`config.mk`:
```
export PLATFORM = sky130hd
export DESIGN_NAME = itmr_channel
export DESIGN_NICKNAME = d
export VERILOG_FILES = /design/src/rtl/itmr_pkg.sv /design/src/rtl/itmr_tick_select.sv /design/src/rtl/itmr_count_core.sv /design/src/rtl/itmr_wave_out.sv /design/src/rtl/itmr_channel.sv
export SDC_FILE = /design/constraint.sdc
export NUM_CORES = 1
export LEC_CHECK = 0
export ABC_AREA = 0
export ABC_CLOCK_PERIOD_IN_PS = 4280
export BUFFER_PORTS_ARGS = -buffer_cell sky130_fd_sc_hd__buf_4
export CAP_MARGIN = 20
export CORE_MARGIN = 4
export CORE_UTILIZATION = 59
export CTS_CLUSTER_SIZE = 30
export DETAILED_ROUTE_END_ITERATION = 16
export PLACE_DENSITY = 0.82
export RECOVER_POWER = 25
export SLEW_MARGIN = 30
export SYNTH_ARGS = -nofsm -noshare
export SYNTH_HDL_FRONTEND = slang
export SYNTH_HIERARCHICAL = 1
export SYNTH_SLANG_ARGS = --single-unit
export TNS_END_PERCENT = 5
```
`constraint.sdc`:
```
create_clock -name clk -period 4.28 [get_ports clk]
set_clock_uncertainty 0.2 [all_clocks]
set_input_delay 0.428 -clock clk [delete_from_list [all_inputs] [get_ports clk]]
set_output_delay 0.428 -clock clk [all_outputs]
set_load 0.02 [all_outputs]
```
`src/rtl/itmr_pkg.sv`:
```
package itmr_pkg;
    localparam int MODE_W = 3;
    localparam logic [MODE_W-1:0] MODE_INTERVAL = 3'b000;
endpackage

```
`src/rtl/itmr_tick_select.sv`:
```
module itmr_tick_select #(
    parameter int N_SRC = 2,
    parameter int SEL_W = (N_SRC > 1) ? $clog2(N_SRC) : 1
) (
    input  logic [N_SRC-1:0] tick_vec,
    input  logic [SEL_W-1:0] sel,
    output logic             tick
);
    always_comb begin
        tick = 1'b0;
        for (int i = 0; i < N_SRC; i++) begin
            if (sel == SEL_W'(i)) tick = tick_vec[i];
        end
    end
endmodule

```
`src/rtl/itmr_count_core.sv`:
```
module itmr_count_core #(
    parameter int CNT_W    = 16,
    parameter int NARROW_W = 8
) (
    input  logic             clk,
    input  logic             rst_n,
    input  logic             mode_ok,
    input  logic             start,
    input  logic             stop,
    input  logic             tick,
    input  logic             narrow,
    input  logic             start_evt,
    input  logic [CNT_W-1:0] reload,
    output logic             fire,
    output logic             irq,
    output logic [CNT_W-1:0] cnt
);
    localparam logic [CNT_W-1:0] ONE = CNT_W'(1);

    typedef struct packed {
        logic             run;
        logic [CNT_W-1:0] cnt;
        logic             irq;
    } core_t;

    core_t st_d, st_q;
    logic [CNT_W-1:0] load_val;
    logic             fire_c;

    always_comb begin
        st_d     = st_q;
        fire_c   = 1'b0;
        load_val = reload;
        if (narrow) load_val[CNT_W-1:NARROW_W] = '0;

        if (!mode_ok) begin
            st_d.run = 1'b0;
        end else if (stop) begin
            st_d.run = 1'b0;
        end else if (start) begin
            st_d.run = 1'b1;
            st_d.cnt = load_val;
            fire_c   = start_evt;
        end else if (st_q.run && tick) begin
            if (st_q.cnt == '0) begin
                st_d.cnt = load_val;
                fire_c   = 1'b1;
            end else begin
                st_d.cnt = st_q.cnt - ONE;
            end
        end

        if (narrow) st_d.cnt[CNT_W-1:NARROW_W] = '0;
        st_d.irq = fire_c;
    end

    always_ff @(posedge clk or negedge rst_n) begin
        if (!rst_n) st_q <= '0;
        else        st_q <= st_d;
    end

    assign fire = fire_c;
    assign irq  = st_q.irq;
    assign cnt  = st_q.cnt;
endmodule

```
`src/rtl/itmr_wave_out.sv`:
```
module itmr_wave_out (
    input  logic clk,
    input  logic rst_n,
    input  logic out_en,
    input  logic out_level,
    input  logic fire,
    output logic wave
);
    typedef struct packed {
        logic wave;
    } wave_t;

    wave_t wv_d, wv_q;

    always_comb begin
        wv_d = wv_q;
        if (!out_en)   wv_d.wave = out_level;
        else if (fire) wv_d.wave = ~wv_q.wave;
    end

    always_ff @(posedge clk or negedge rst_n) begin
        if (!rst_n) wv_q <= '0;
        else        wv_q <= wv_d;
    end

    assign wave = wv_q.wave;
endmodule

```
`src/rtl/itmr_channel.sv`:
```
module itmr_channel import itmr_pkg::*; #(
    parameter int CNT_W    = 16,
    parameter int NARROW_W = 8
) (
    input  logic              clk,
    input  logic              rst_n,
    input  logic [MODE_W-1:0] mode_i,
    input  logic              start_evt_i,
    input  logic              clk_sel_i,
    input  logic              narrow_i,
    input  logic              out_level_i,
    input  logic              out_en_i,
    input  logic [CNT_W-1:0]  reload_i,
    input  logic              start_i,
    input  logic              stop_i,
    input  logic              tick0_i,
    input  logic              tick1_i,
    output logic              irq_o,
    output logic              wave_o
);
    localparam int N_SRC = 2;
    localparam int SEL_W = 1;

    logic             sel_tick;
    logic             fire;
    logic [CNT_W-1:0] cnt_q;
    logic             mode_ok;

    assign mode_ok = (mode_i == MODE_INTERVAL);

    itmr_tick_select #(.N_SRC(N_SRC), .SEL_W(SEL_W)) u_sel (
        .tick_vec ({tick1_i, tick0_i}),
        .sel      (clk_sel_i),
        .tick     (sel_tick)
    );

    itmr_count_core #(.CNT_W(CNT_W), .NARROW_W(NARROW_W)) u_core (
        .clk       (clk),
        .rst_n     (rst_n),
        .mode_ok   (mode_ok),
        .start     (start_i),
        .stop      (stop_i),
        .tick      (sel_tick),
        .narrow    (narrow_i),
        .start_evt (start_evt_i),
        .reload    (reload_i),
        .fire      (fire),
        .irq       (irq_o),
        .cnt       (cnt_q)
    );

    itmr_wave_out u_wave (
        .clk       (clk),
        .rst_n     (rst_n),
        .out_en    (out_en_i),
        .out_level (out_level_i),
        .fire      (fire),
        .wave      (wave_o)
    );
endmodule

```
# Word level (Yosys, flattened, before mapping)
# Cells that the tools add are included.
[word_totals]
romBits = 0
memories = 0
latchBits = 0
mem_bits_rw = 0
reg_bits = 19
inputBits = 30
word_cells = 37
[classes]
n_lt_le_gt_ge = 0
bitwise = 2
add_sub_neg = 1
mux = 18
div_mod_pow = 0
shift = 0
eq_ne = 3
n_reduce_logical = 8
multipliers = 0
[op_table]
columns = ["cell", "count"]
rows = [
  ["16-bit two-way mux", 5],
  ["16-bit logical NOT", 1],
  ["8-bit two-way mux", 2],
  ["16-bit by 1-bit subtractor with 16-bit output, second input constant", 1],
  ["1-bit two-way mux", 11],
  ["3-bit AND reduction", 2],
  ["2-bit nonzero test", 2],
  ["3-bit logical NOT", 1],
  ["3-bit inequality test, second input constant", 1],
  ["3-bit nonzero test", 1],
  ["2-bit by 1-bit inequality test with 1-bit output, second input constant", 1],
  ["2-bit inequality test, second input constant", 1],
  ["1-bit NOT", 2],
  ["1-bit logical AND", 1],
]

# Logic depth before layout (Yosys ltp)
[logic_depth]
word_depth = 8
mapped_depth = 8

# By module
# Netlist, hierarchy kept.
[modules_own_cells]
columns = ["module", "area_each_um2", "seq_area_each_um2", "instances", "cells_each"]
rows = [
  ["itmr_count_core", 1478.9, 450.4, 1, 167],
  ["itmr_wave_out", 42.5, 25.0, 1, 4],
  ["itmr_tick_select", 15.0, 0.0, 1, 1],
  ["itmr_channel", 10.0, 0.0, 1, 1],
]

# Worst setup path before layout
# OpenSTA, ideal clock, no wires.
[synth_timing]
path_kind = "reg2reg"
from = "register u_core.st_q, in the netlist u_core/cnt[0]"
to = "register u_core.st_q, in the netlist u_core/cnt[4]"
stages_incl_launch_ff = 9
required_ns = 3.956
setup_slack_ns = 2.077
arrival_ns = 1.879
setup_time_ns = 0.124
path_buffers = 2
cell_sequence = "dfrtp_1 > inv_1 > ha_1 > nor3b_1 > a41o_1 > buf_6 > buf_8 > nor3_1 > a211o_1"
[synth_between]
elab_chain_cells = 4
[synth_rtl]
columns = ["item", "line", "source"]
rows = [
  ["start, declared", "itmr_count_core.sv:26", "core_t st_d, st_q;"],
  ["start signal, assigned", "itmr_count_core.sv:59", "else st_q <= st_d;"],
  ["16-bit by 1-bit subtractor with 16-bit output / 16-bit logical NOT (equally long branches)", "itmr_count_core.sv:49, itmr_count_core.sv:45", ""],
  ["16-bit two-way mux (*)", "itmr_count_core.sv:45", "if (st_q.cnt == '0) begin"],
  ["16-bit two-way mux (*)", "itmr_count_core.sv:44", "end else if (st_q.run && tick) begin"],
  ["16-bit two-way mux (*)", "itmr_count_core.sv:40", "end else if (start) begin"],
]
# Every way passes the cells marked *; elsewhere a longest branch is shown, timed or not. The select of a mux whose other input is x is not followed.
# A chain may end at the register's enable or synchronous reset.

# Final worst setup path
# Same ends and word-level chain as after synthesis.

==> flow_summary.yaml <==
hold_path:
  hp-start: "out_en_i"
  min_to: "u_wave/wave$_DFFE_PN0P_"
  whs_path_depth: 2
  hold_path.class: "in -> reg"
global_route:
  grt_overflow: 0
  first_global_vias: 1396
  grt_pass1_wl_um: 6423
  antenna_found_initial: 0
  grt_usage_pct: 24.99
  grt_start_max_net_pins: 22
sta:
  layout_setup_ws_ns: 1.524
  fmaxAchievable_ghz: 0.3629
  hold_viol: 0
  fin_crit_sh_pct: 64.39
  finalCriticalPeriod_ns: 2.756
  setup_viol: 0
  setup_tns_ns: 0
  rsz0062_at_grt: "false"
  tightestPinTransition_ns: 1.068
  slew_violations: 0
  slew-limit-headroom_pct: 28.78
setup_path:
  r2r_slack_ns: 1.52
  critPathLaunchType: "flop"
  worstSetupPathType: "reg -> reg"
  endpoint_kind: "flop"
  critPathMaxFanout: 19
  worstPathArrival_ns: 2.74
  r2r_start: "u_core/cnt[0]$_DFFE_PN0P_"
  timing.rr.end: "u_core/cnt[4]$_DFFE_PN0P_"
  r2r_cells: 6
  crit_required_ns: 4.27
run:
  max-cap-violations: 0
pwr:
  finalPower_mw: 0.5250
  pwr-share-seq_pct: 46.9
  p_switching_mw: 0.2064
  intPower_mw: 0.3186
  ir_drop_mv: 0.2476
  powerDensity_mw_per_mm2: 316.4
  combinationalPowerShare_pct: 35.9
  p_clk_share_pct: 17.1
  leakagePower_nw: 0.6882
  sw_frac_of_total_pct: 39.31
clock_tree:
  cts-htree-levels: 1
  clk_pin_slew_ns: 0.11
  cts-root-buf: "clkbuf_4"
  cts_hold_buf: 1
  cts_buffers: 3
  cts_setup_buffers: 0
  numClockSinks: 19
  clk_latency_ns: 0.29
  cts_resized: 0
  cts_tree: "yes"
  cts_buffer_depth: 2
finish:
  nets: 216
  utilization_pct: 73.58
  final_common_cell: "buf_4"
  n_antenna_cell: 0
  drive_gt1_share_pct: 25.14
  area_growth_syn_to_layout_pct: 16.32
  mostFrequentLayoutCells: "30 x buf_4, 19 x dfrtp_1, 12 x nand3_1, 11 x nor2_1, 9 x nand2_1"
floorplanning:
  die_y_um: 57.17
  core_region_area_mm2: 0.002255
  row_count: 17
  start_util_pct: 63.26
  die_w_um: 57.17
  ioPinCount: 32
  dieArea_mm2: 0.003268
synth:
  netlist_area_mm2: 0.001426
  synthCells: 157
  postSynthAreaPerCell_um2: 9.085
  syn-num-nets: 189
  yosysWarnings: 6
route:
  wl_um: 3767
  drc_errors: 0
  vias: 1452
  first_pass_iters: 5
  routedWlPerCell_um: 17.85
  viasPerCell: 6.882
  ant_nets: 0
  drt_first_iter_violations: 64
placement:
  routabilityCongestion: 0.8574
  port_buffers: 31
  place_hpwl_um: 2724
  pre_cts_ws_ns: 1.614
run_status:
  status: "finished clean"
## flip-flops by register name, indices dropped and copies added (netlist names)
signal / flops
u_core/st_q: 1
u_core/cnt: 16
u_core/irq: 1
u_wave/wave: 1
## through the flow
stage	cell area, um2	hold WS [ns]	instances
after global placement	1629	0.1151	206
after global routing	1659	0.08908	211
after floorplan	1426	-0.06759	157
final	1659	0.09591	211
after CTS	1665	0.09161	211
after detailed placement	1629	0.1173	206
## power groups by stage
stage,registers [mW],logic [mW],clock network [mW]
floorplan,0.238,0.134,0
detailed placement,0.247,0.185,0
global route,0.248,0.207,0.105
finish,0.246,0.189,0.0900
CTS,0.244,0.187,0.0926
global placement,0.245,0.179,0
## worst max path at each step
stage	startpoint	endpoint	slack, ns	cells past startpoint
2_1_floorplan	u_core/cnt[0]$_DFFE_PN0P_	u_core/cnt[4]$_DFFE_PN0P_	2.09	8
3_3_place_gp	u_core/cnt[0]$_DFFE_PN0P_	u_core/cnt[4]$_DFFE_PN0P_	1.66	6
3_5_place_dp	u_core/cnt[0]$_DFFE_PN0P_	u_core/cnt[4]$_DFFE_PN0P_	1.61	6
4_1_cts	u_core/cnt[0]$_DFFE_PN0P_	u_core/cnt[4]$_DFFE_PN0P_	1.59	6
5_1_grt	u_core/cnt[0]$_DFFE_PN0P_	u_core/cnt[4]$_DFFE_PN0P_	1.29	6
6_report	u_core/cnt[0]$_DFFE_PN0P_	u_core/cnt[4]$_DFFE_PN0P_	1.52	6
## metal layers
layer	track usage, %	share of wire (%)	vias up
met1	33.62	42	693
met3	2.715	7.9	9
met4	9.934	1.9	0
met5	0	0	-
li1	-	-	672
met2	41.11	49	78
## worst max-delay path, cell delays in order (launching register included)
cell and delay (ns):
dfrtp_1 0.42, inv_1 0.13, ha_1 0.21, nor3b_1 0.50, a41o_1 0.67, o21ai_0 0.19
a211o_1 0.32
## final cells by class
class / count / area [um2]
well taps: 28 / 35.03
fillers: 189 / 595.6
flip-flops and latches: 19 / 475.5
inverters: 5 / 18.77
clock buffers: 4 / 26.28
repair buffers: 32 / 239.0
multi-input cells: 123 / 864.6
No activity file was read; power rests on OpenSTA's default activity.
